--- src/rtl/sdram_init_pkg.sv ---
package sdram_init_pkg;

  // {cs_n, ras_n, cas_n, we_n}
  typedef enum logic [3:0] {
    CMD_NOP = 4'b0111,
    CMD_PRE = 4'b0010,
    CMD_REF = 4'b0001,
    CMD_MRS = 4'b0000
  } sd_cmd_e;

  typedef enum logic [3:0] {
    ST_PAUSE,
    ST_PRE,
    ST_TRP,
    ST_REF,
    ST_TRFC,
    ST_MRS,
    ST_TMRD_A,
    ST_LMR,
    ST_TMRD_B,
    ST_DONE
  } init_state_e;

  localparam logic [1:0] BA_NORMAL = 2'b00;
  localparam logic [1:0] BA_LOWPWR = 2'b10;

  function automatic int max2(input int a, input int b);
    return (a > b) ? a : b;
  endfunction

endpackage

--- src/rtl/init_wait_timer.sv ---
module init_wait_timer #(
  parameter int W       = 16,
  parameter int RST_VAL = 0
) (
  input  logic         clk,
  input  logic         rst,
  input  logic         load,
  input  logic [W-1:0] load_val,
  output logic         expired
);

  logic [W-1:0] cnt_q;

  always_ff @(posedge clk) begin
    if (rst) begin
      cnt_q <= W'(RST_VAL);
    end else if (load) begin
      cnt_q <= load_val;
    end else if (cnt_q != '0) begin
      cnt_q <= cnt_q - 1'b1;
    end
  end

  assign expired = (cnt_q == '0);

  // a load always takes effect on the next cycle
  a_r5_load_taken: assert property (@(posedge clk) disable iff (rst)
    load |=> (cnt_q == $past(load_val)));

endmodule

--- src/rtl/init_cmd_drive.sv ---
module init_cmd_drive
  import sdram_init_pkg::*;
#(
  parameter int ADDR_W = 13
) (
  input  logic              clk,
  input  logic              rst,
  input  sd_cmd_e           cmd,
  input  logic [1:0]        ba,
  input  logic [ADDR_W-1:0] addr,
  input  logic              mask,
  output logic              sd_cs_n,
  output logic              sd_ras_n,
  output logic              sd_cas_n,
  output logic              sd_we_n,
  output logic              sd_cke,
  output logic              sd_dqm,
  output logic [1:0]        sd_ba,
  output logic [ADDR_W-1:0] sd_addr
);

  always_ff @(posedge clk) begin
    if (rst) begin
      {sd_cs_n, sd_ras_n, sd_cas_n, sd_we_n} <= CMD_NOP;
      sd_cke  <= 1'b1;
      sd_dqm  <= 1'b1;
      sd_ba   <= '0;
      sd_addr <= '0;
    end else begin
      {sd_cs_n, sd_ras_n, sd_cas_n, sd_we_n} <= cmd;
      sd_cke  <= 1'b1;
      sd_dqm  <= mask;
      sd_ba   <= ba;
      sd_addr <= addr;
    end
  end

  logic pin_mset;
  assign pin_mset = ({sd_cs_n, sd_ras_n, sd_cas_n, sd_we_n} == CMD_MRS);

  a_r8_cke_before_mset: assert property (@(posedge clk) disable iff (rst)
    pin_mset |-> ($past(sd_cke) && sd_cke));

  a_r5_nop_after_mset: assert property (@(posedge clk) disable iff (rst)
    pin_mset |=> ({sd_cs_n, sd_ras_n, sd_cas_n, sd_we_n} == CMD_NOP));

endmodule

--- src/rtl/sdram_init_seq.sv ---
module sdram_init_seq
  import sdram_init_pkg::*;
#(
  parameter int CLK_MHZ   = 125,
  parameter int PAUSE_US  = 200,
  parameter int T_RP      = 3,
  parameter int T_RFC     = 10,
  parameter int T_MRD     = 2,
  parameter int REF_COUNT = 2,
  parameter int ADDR_W    = 13,
  parameter int AP_BIT    = 10
) (
  input  logic              clk,
  input  logic              rst,
  input  logic [ADDR_W-1:0] mode_cfg,
  input  logic [2:0]        lp_pasr,
  input  logic [1:0]        lp_tcr,
  output logic              sd_cs_n,
  output logic              sd_ras_n,
  output logic              sd_cas_n,
  output logic              sd_we_n,
  output logic              sd_cke,
  output logic              sd_dqm,
  output logic [1:0]        sd_ba,
  output logic [ADDR_W-1:0] sd_addr,
  output logic              init_done
);

  localparam int PAUSE_CYC = CLK_MHZ * PAUSE_US;
  localparam int T_MAX     = max2(max2(PAUSE_CYC, T_RP), max2(T_RFC, T_MRD));
  localparam int TW        = $clog2(T_MAX + 1);
  localparam int RCW       = $clog2(REF_COUNT + 1);

  init_state_e       state_q, state_d;
  logic [RCW-1:0]    ref_q, ref_d;
  logic              done_q;

  logic              tmr_load;
  logic [TW-1:0]     tmr_val;
  logic              tmr_exp;

  sd_cmd_e           cmd_c;
  logic [1:0]        ba_c;
  logic [ADDR_W-1:0] addr_c;
  logic [ADDR_W-1:0] lp_word;

  always_comb begin
    lp_word      = '0;
    lp_word[2:0] = lp_pasr;
    lp_word[4:3] = lp_tcr;
  end

  init_wait_timer #(
    .W       (TW),
    .RST_VAL (PAUSE_CYC - 1)
  ) u_timer (
    .clk      (clk),
    .rst      (rst),
    .load     (tmr_load),
    .load_val (tmr_val),
    .expired  (tmr_exp)
  );

  always_comb begin
    state_d  = state_q;
    ref_d    = ref_q;
    tmr_load = 1'b0;
    tmr_val  = '0;
    cmd_c    = CMD_NOP;
    ba_c     = '0;
    addr_c   = '0;
    unique case (state_q)
      ST_PAUSE: if (tmr_exp) state_d = ST_PRE;
      ST_PRE: begin
        cmd_c          = CMD_PRE;
        addr_c[AP_BIT] = 1'b1;
        tmr_load       = 1'b1;
        tmr_val        = TW'(T_RP - 2);
        state_d        = ST_TRP;
      end
      ST_TRP: if (tmr_exp) state_d = ST_REF;
      ST_REF: begin
        cmd_c    = CMD_REF;
        tmr_load = 1'b1;
        tmr_val  = TW'(T_RFC - 2);
        ref_d    = ref_q + 1'b1;
        state_d  = ST_TRFC;
      end
      ST_TRFC: if (tmr_exp) state_d = (ref_q == RCW'(REF_COUNT)) ? ST_MRS : ST_REF;
      ST_MRS: begin
        cmd_c    = CMD_MRS;
        ba_c     = BA_NORMAL;
        addr_c   = mode_cfg;
        tmr_load = 1'b1;
        tmr_val  = TW'(T_MRD - 2);
        state_d  = ST_TMRD_A;
      end
      ST_TMRD_A: if (tmr_exp) state_d = ST_LMR;
      ST_LMR: begin
        cmd_c    = CMD_MRS;
        ba_c     = BA_LOWPWR;
        addr_c   = lp_word;
        tmr_load = 1'b1;
        tmr_val  = TW'(T_MRD - 2);
        state_d  = ST_TMRD_B;
      end
      ST_TMRD_B: if (tmr_exp) state_d = ST_DONE;
      ST_DONE: state_d = ST_DONE;
      default: state_d = ST_PAUSE;
    endcase
  end

  always_ff @(posedge clk) begin
    if (rst) begin
      state_q <= ST_PAUSE;
      ref_q   <= '0;
      done_q  <= 1'b0;
    end else begin
      state_q <= state_d;
      ref_q   <= ref_d;
      done_q  <= (state_q == ST_DONE);
    end
  end

  assign init_done = done_q;

  init_cmd_drive #(
    .ADDR_W (ADDR_W)
  ) u_drive (
    .clk      (clk),
    .rst      (rst),
    .cmd      (cmd_c),
    .ba       (ba_c),
    .addr     (addr_c),
    .mask     (state_q != ST_DONE),
    .sd_cs_n  (sd_cs_n),
    .sd_ras_n (sd_ras_n),
    .sd_cas_n (sd_cas_n),
    .sd_we_n  (sd_we_n),
    .sd_cke   (sd_cke),
    .sd_dqm   (sd_dqm),
    .sd_ba    (sd_ba),
    .sd_addr  (sd_addr)
  );

  logic [3:0] pin_cmd;
  assign pin_cmd = {sd_cs_n, sd_ras_n, sd_cas_n, sd_we_n};

  a_r2_pause_idle: assert property (@(posedge clk) disable iff (rst)
    (state_q == ST_PAUSE) |=> (pin_cmd == CMD_NOP && sd_cke && sd_dqm));

  a_r3_precharge_all: assert property (@(posedge clk) disable iff (rst)
    (state_q == ST_PRE) |=> (pin_cmd == CMD_PRE && sd_addr[AP_BIT]));

  a_r6_normal_load: assert property (@(posedge clk) disable iff (rst)
    (state_q == ST_MRS) |=> (sd_ba == BA_NORMAL && sd_addr == $past(mode_cfg)));

  a_r7_lowpower_load: assert property (@(posedge clk) disable iff (rst)
    (state_q == ST_LMR) |=> (sd_ba == BA_LOWPWR &&
                             sd_addr[2:0] == $past(lp_pasr) &&
                             sd_addr[4:3] == $past(lp_tcr)));

  a_r9_done_sticky: assert property (@(posedge clk) disable iff (rst)
    init_done |=> (init_done && pin_cmd == CMD_NOP && !sd_dqm));

endmodule

--- config.mk ---
export PLATFORM = sky130hd
export DESIGN_NAME = sdram_init_seq
export DESIGN_NICKNAME = d
export VERILOG_FILES = /design/src/rtl/sdram_init_pkg.sv /design/src/rtl/init_wait_timer.sv /design/src/rtl/init_cmd_drive.sv /design/src/rtl/sdram_init_seq.sv
export SDC_FILE = /design/constraint.sdc
export NUM_CORES = 1
export LEC_CHECK = 0
export BUFFER_PORTS_ARGS = -buffer_cell sky130_fd_sc_hd__buf_4
export CAP_MARGIN = 20
export CELL_PAD_IN_SITES_DETAIL_PLACEMENT = 0
export CELL_PAD_IN_SITES_GLOBAL_PLACEMENT = 1
export CORE_MARGIN = 1.5
export CORE_UTILIZATION = 41
export CTS_CLUSTER_DIAMETER = 100
export DETAILED_ROUTE_END_ITERATION = 7
export PLACE_DENSITY_LB_ADDON = 0.1
export SLEW_MARGIN = 15
export SYNTH_ARGS = -nofsm -noshare
export SYNTH_HDL_FRONTEND = slang
export SYNTH_SLANG_ARGS = --single-unit
export TNS_END_PERCENT = 30
--- constraint.sdc ---
create_clock -name clk -period 2.8 [get_ports clk]
set_input_delay 0.28 -clock clk [delete_from_list [all_inputs] [get_ports clk]]
set_output_delay 0.28 -clock clk [all_outputs]
set_load 0.01 [all_outputs]
---- After elaboration in Yosys (flattened, before gate mapping) ----
Cells that the tools add are included.
word-level totals
  bits in registers ....................... 42
  bits of input ports ..................... 20
  output and inout port bits .............. 22
operators by class
  reductions and logical operators ........ 8
  equal/unequal tests ..................... 16
  add/subtract/negate cells ............... 2
  bitwise operators ....................... 1
  mux-type cells .......................... 15
operators with widths
  cell                   number
  $pmux 4 s10            1
  $mux 15                2
  $mux 4                 5
  $pmux 10 s2            1
  $eq 4x3->1 const B     4
  $logic_not 15->1       1
  $reduce_bool 15->1     1
  $sub 15x1->15 const B  1
  $ne 2x2->1 const B     5
  $pmux 3 s3             1
  $eq 4x2->1 const B     2
  $eq 4x4->1 const B     2
  $pmux 4 s2             1
  $reduce_and 5->1       1
  $eq 4x1->1 const B     1
  $logic_not 4->1        1
  $ne 4x4->1 const B     1
  $reduce_or 2->1        2
  $reduce_or 4->1        1
  $mux 3                 1
  $add 2x1->2 const B    1
  $eq 2x2->1 const B     1
  $mux 2                 1
  $pmux 1 s2             1
  other kinds (3)        3

---- Logic depth before layout (Yosys ltp) ----
  depth after elaboration ................. 4
  depth in mapped cells ................... 7
  mapped depth without buffers ............ 6

---- Cells and area by module ----
A second synthesis with hierarchy kept.
unflattened totals
  cell total of the unflattened synthesis .. 210
  area total of the unflattened synthesis .. 1919.3 µm²
by module, submodules not included
  module           area each (µm²)  times used  cells an instance  seq. area each (µm²)
  init_wait_timer  869.6            1           106                300.3
  init_cmd_drive   553.0            1           44                 400.4
  sdram_init_seq   496.7            1           60                 140.1

---- Worst setup path before layout ----
No wires, ideal clock.
  path kind ............................... register to register
  from .................................... reg u_timer.cnt_q[0]
  to ...................................... reg u_timer.cnt_q[5]
  arrival ................................. 1614 ps
  buffers on the path ..................... 1
  stages on the path, launching flop included .. 8
  clock period less this slack ............ 1734 ps
  path slack .............................. 1066 ps
  cells stage by stage .................... dfxtp_1 inv_1 ha_1 nor4b_4 and4_4 buf_12 nor4_2 a211o_1
on the way
  longest elaborated chain between the ends .. 3
RTL lines
  item                    line                   source
  start, declared         init_wait_timer.sv:12  logic [W-1:0] cnt_q;
  start signal, assigned  init_wait_timer.sv:16  cnt_q <= W'(RST_VAL);
  start signal, assigned  init_wait_timer.sv:18  cnt_q <= load_val;
  start signal, assigned  init_wait_timer.sv:20  cnt_q <= cnt_q - 1'b1;
  $sub 15x1->15           init_wait_timer.sv:20
  $mux 15                 init_wait_timer.sv:19  end else if (cnt_q != '0) begin
  $mux 15                 init_wait_timer.sv:17  end else if (load) begin
Several ways; a longest one is shown, not always the timed one. The select of a mux whose other input is x is not followed.
A chain may end at the register's enable or synchronous reset.

---- Worst setup path in the final report ----
  from .................................... reg u_timer.cnt_q[0]
  to ...................................... reg state_q[1]
on the way
  longest elaborated chain between the ends .. 3
RTL lines
  item                          line                   source
  $logic_not 15->1 *            init_wait_timer.sv:24  assign expired = (cnt_q == '0);
  $ne 2x2->1 (no line)          n/a
  $reduce_and 5->1 (no line) *  n/a
  end signal, assigned          sdram_init_seq.sv:119  state_q <= state_d;
  end, declared                 sdram_init_seq.sv:34   init_state_e state_q, state_d;
Mark *: on every way between the ends. The rest lies on a longest branch, timed or not.

==> impl_results.md <==
* Clock latency on the worst-skew pair at 0.30 ns
* Synthesized area per cell at between 9 and 10 um2
* Post-route setup TNS at 0 ns
* Crit path launch type: flop
* Total wire length at 3.43 mm
* Initial antenna violation count at 0
* Initial core utilization at 42.7%
* Average wire per standard cell at approximately 13 um
* CTS tree: built
* Unique masters post-synth at between 40 and 50
* Num CTS Buffers at 5
* RePlAce Congestion at 0.914
* Vias in the first global route at 1,247
* RSZ-0062 raised after global routing: false
* Count leader, synth: dfxtp_1
* DR DRC count at 0
* Synth cell count leaders: dfxtp_1 (40), nor2_1 (16), nand2_1 (12), a21oi_1 (11)
* Peak supply drop at 0.000261 V
* CTS Hold Bufs at 0
* Clock root buffer: clkbuf_8
* Worst path cell trace: inv_1, ha_1, nor4b_4, and4_4, a311oi_1, a2111oi_2
* Clock Path Buffers at 2
* Worst endpoint required time at between 2 and 3 ns
* H-tree lvl count at 2
* Crit path max-delay family: simple AND/OR/NAND/NOR gates
* Synth Register Bits at 40
* Io pins at 42
* First-pass GRT wire length at around 5.5 mm
* Share of post-route cells with drive strength above 1 at ~25%
* CP Capture Type: flop
* Min-delay worst type: input port to flop
* Mapped Cells at 180
* Post-CTS Setup Inserts at 0
* Die height at approximately 68 um
* Ys async rst share at 0%
* # rows at 23
* HPWL after DPL at around 2.4 mm
* Die ar. at 4560 um2
* Final worst path period need at approximately 1.9 ns
* Clk slew on worst S/H paths at about 0.080 ns
* Top_reg_cell synth: dfxtp_1
* Endpoints failing setup at 0
* Internal power at ~860 uW
* Yosys warnings at 0
* CTS Sinks at 40
* Total congestion overflow at 0
* Number of synthesized flops with an enable pin at 0
* Via count at about 1,400
* MaxCap Viol Count at 0
* Status: finished clean
* Final Skew at roughly 0.010 ns
* Sw Ratio at approximately a fifth
* Slowest stage cell on the critical path: and4_4
* Worst Path Buf+Inv at 1
* Placeable Area at about 4000 um2
* Combinational share of power at between 4 and 5%
* Max-slew violation count at 0
* Final Cycle Share at about two thirds
* Mapped Area at between 1500 and 2000 um2
* Sequential share of the synthesized area at between 40% and 50%
* Worst slew pin tran at 0.703 ns
* Layout area overhead at 21.4%
* Slowest Stage Delay on Critical Path at roughly 0.40 ns
* Slew margin rel. at approximately 53%
* Via/cell ratio at roughly 5.3
* P_leak at roughly 0.00082 uW
* PwrDens at between 500 and 600 nW/um2
* Drt first pass iters at 4
* Yosys top cell by area: dfxtp_1
* Iteration-0 DRC Markers at 62
* Clk pwr share at between 40% and 50%
* Final core utilization at 51.8%
* Chip width at slightly below 70 um
* Nets at 237
* Max Clk Rate at 524 MHz
* WP data arrival at ~2.1 ns
* Total track usage at 16.4%
* Routed Antenna Nets at 0
* NetSw at 226 uW
* Max FO, Critical Path at 14
* Critical setup path kind: flop to flop
* Pin count of the biggest net entering global routing at 17
* Final Hold Fails at 0
* Number of buffers added on ports at 38
* Synth area leaders: dfxtp_1 (47%), nor2_1 (3.5%), a21oi_1 (3.2%)
* Reg power frac at 53.1%
* CTS resizes at 0
* Yosys top cell area share at between 40% and 50%
* Number of inserted diodes at 0
==> logic make-up after synthesis <==
kind of cell             share of synthesized area (%)
buffers and inverters                             7.48
multiplexers                                     0.587
adder cells (fa/ha/maj)                           1.47
AO/OA/AOI/OAI                                     17.7
flip-flops                                        46.9
AND/OR/NAND/NOR                                   23.4
XOR/XNOR                                          2.05
other                                            0.440
==> power by group through the flow <==
stage	clock (uW)	sequential [uW]	combinational, uW
after floorplan	0	589	23.1
after global placement	0	590	43.7
after detailed placement	0	590	45.1
after CTS	480	577	45.2
after global routing	504	578	49.1
final	465	577	45.0
==> state kept, by name (all words and copies together) (netlist names) <==
name,cells
state_q,4
u_drive.sd_cas_n,1
ref_q,2
u_drive.sd_ba,1
u_drive.sd_dqm,1
u_drive.sd_addr,13
init_done,1
u_timer.cnt_q,15
u_drive.sd_ras_n,1
u_drive.sd_we_n,1
==> metal layers <==
metal / up-vias / global-route usage, % / part of all wire [%]
li1: 713 / - / -
met1: 631 / 18.5 / 44
met2: 49 / 27.5 / 46
met3: 7 / 5.33 / 7.4
met4: 0 / 8.67 / 2.7
met5: - / 0 / 0
==> final timing paths <==
check | depth (start not counted) | endpoint | slack, ns | start
worst min register to register | 2 | u_timer.cnt_q[11] | 0.50 | u_timer.cnt_q[11]
worst min-delay path | 2 | u_drive.sd_addr[6] | 0.18 | mode_cfg[6]
worst max-delay path | 6 | state_q[1] | 0.89 | u_timer.cnt_q[0]
worst max register to register | 6 | state_q[1] | 0.89 | u_timer.cnt_q[0]
==> stage by stage <==
stage	power [uW]	instance area, um2	worst slack [ns]	hold slack, ns	cells
CTS	1100	2070	0.915	0.172	266
global route	1130	2070	0.739	0.167	266
finish	1090	2070	0.893	0.176	266
floorplan	612	1710	1.07	0.357	181
detailed placement	635	1960	0.925	0.482	258
global placement	634	1960	0.963	0.482	258
==> placed cells by master (no fill, tap or decap), drive strengths merged, types with 2 or more instances in the layout <==
| cell | instances |
|---|---|
| nand2 | 12 |
| a21oi | 11 |
| o31ai | 2 |
| conb | 3 |
| nand2b | 4 |
| nand3 | 2 |
| o211ai | 3 |
| nor2 | 16 |
| and2 | 8 |
| buf | 38 |
| nor3 | 5 |
| o21ai | 7 |
| a22o | 6 |
| or4 | 4 |
| nor4 | 6 |
| inv | 8 |
| or3 | 3 |
| o311ai | 3 |
| nand4 | 3 |
| xnor2 | 2 |
| ha | 2 |
| clkbuf | 5 |
| xor2 | 2 |
| dfxtp | 40 |
==> final cells by class <==
type                    instances  area (um2)
inverters                       8        30.0
multi-input cells             122         782
repair buffers                 38         285
clock inverters                 3        42.5
clock buffers                   5        68.8
well taps                      50        62.6
flip-flops and latches         40         801
fillers                       373        1930
==> worst reg2reg max path, cell delays in order (launching register included) <==
cell and delay (ns):
dfxtp_1 0.33, inv_1 0.09, ha_1 0.24, nor4b_4 0.34, and4_4 0.40, a311oi_1 0.13
a2111oi_2 0.28
Power figures use the tool's default switching activity.
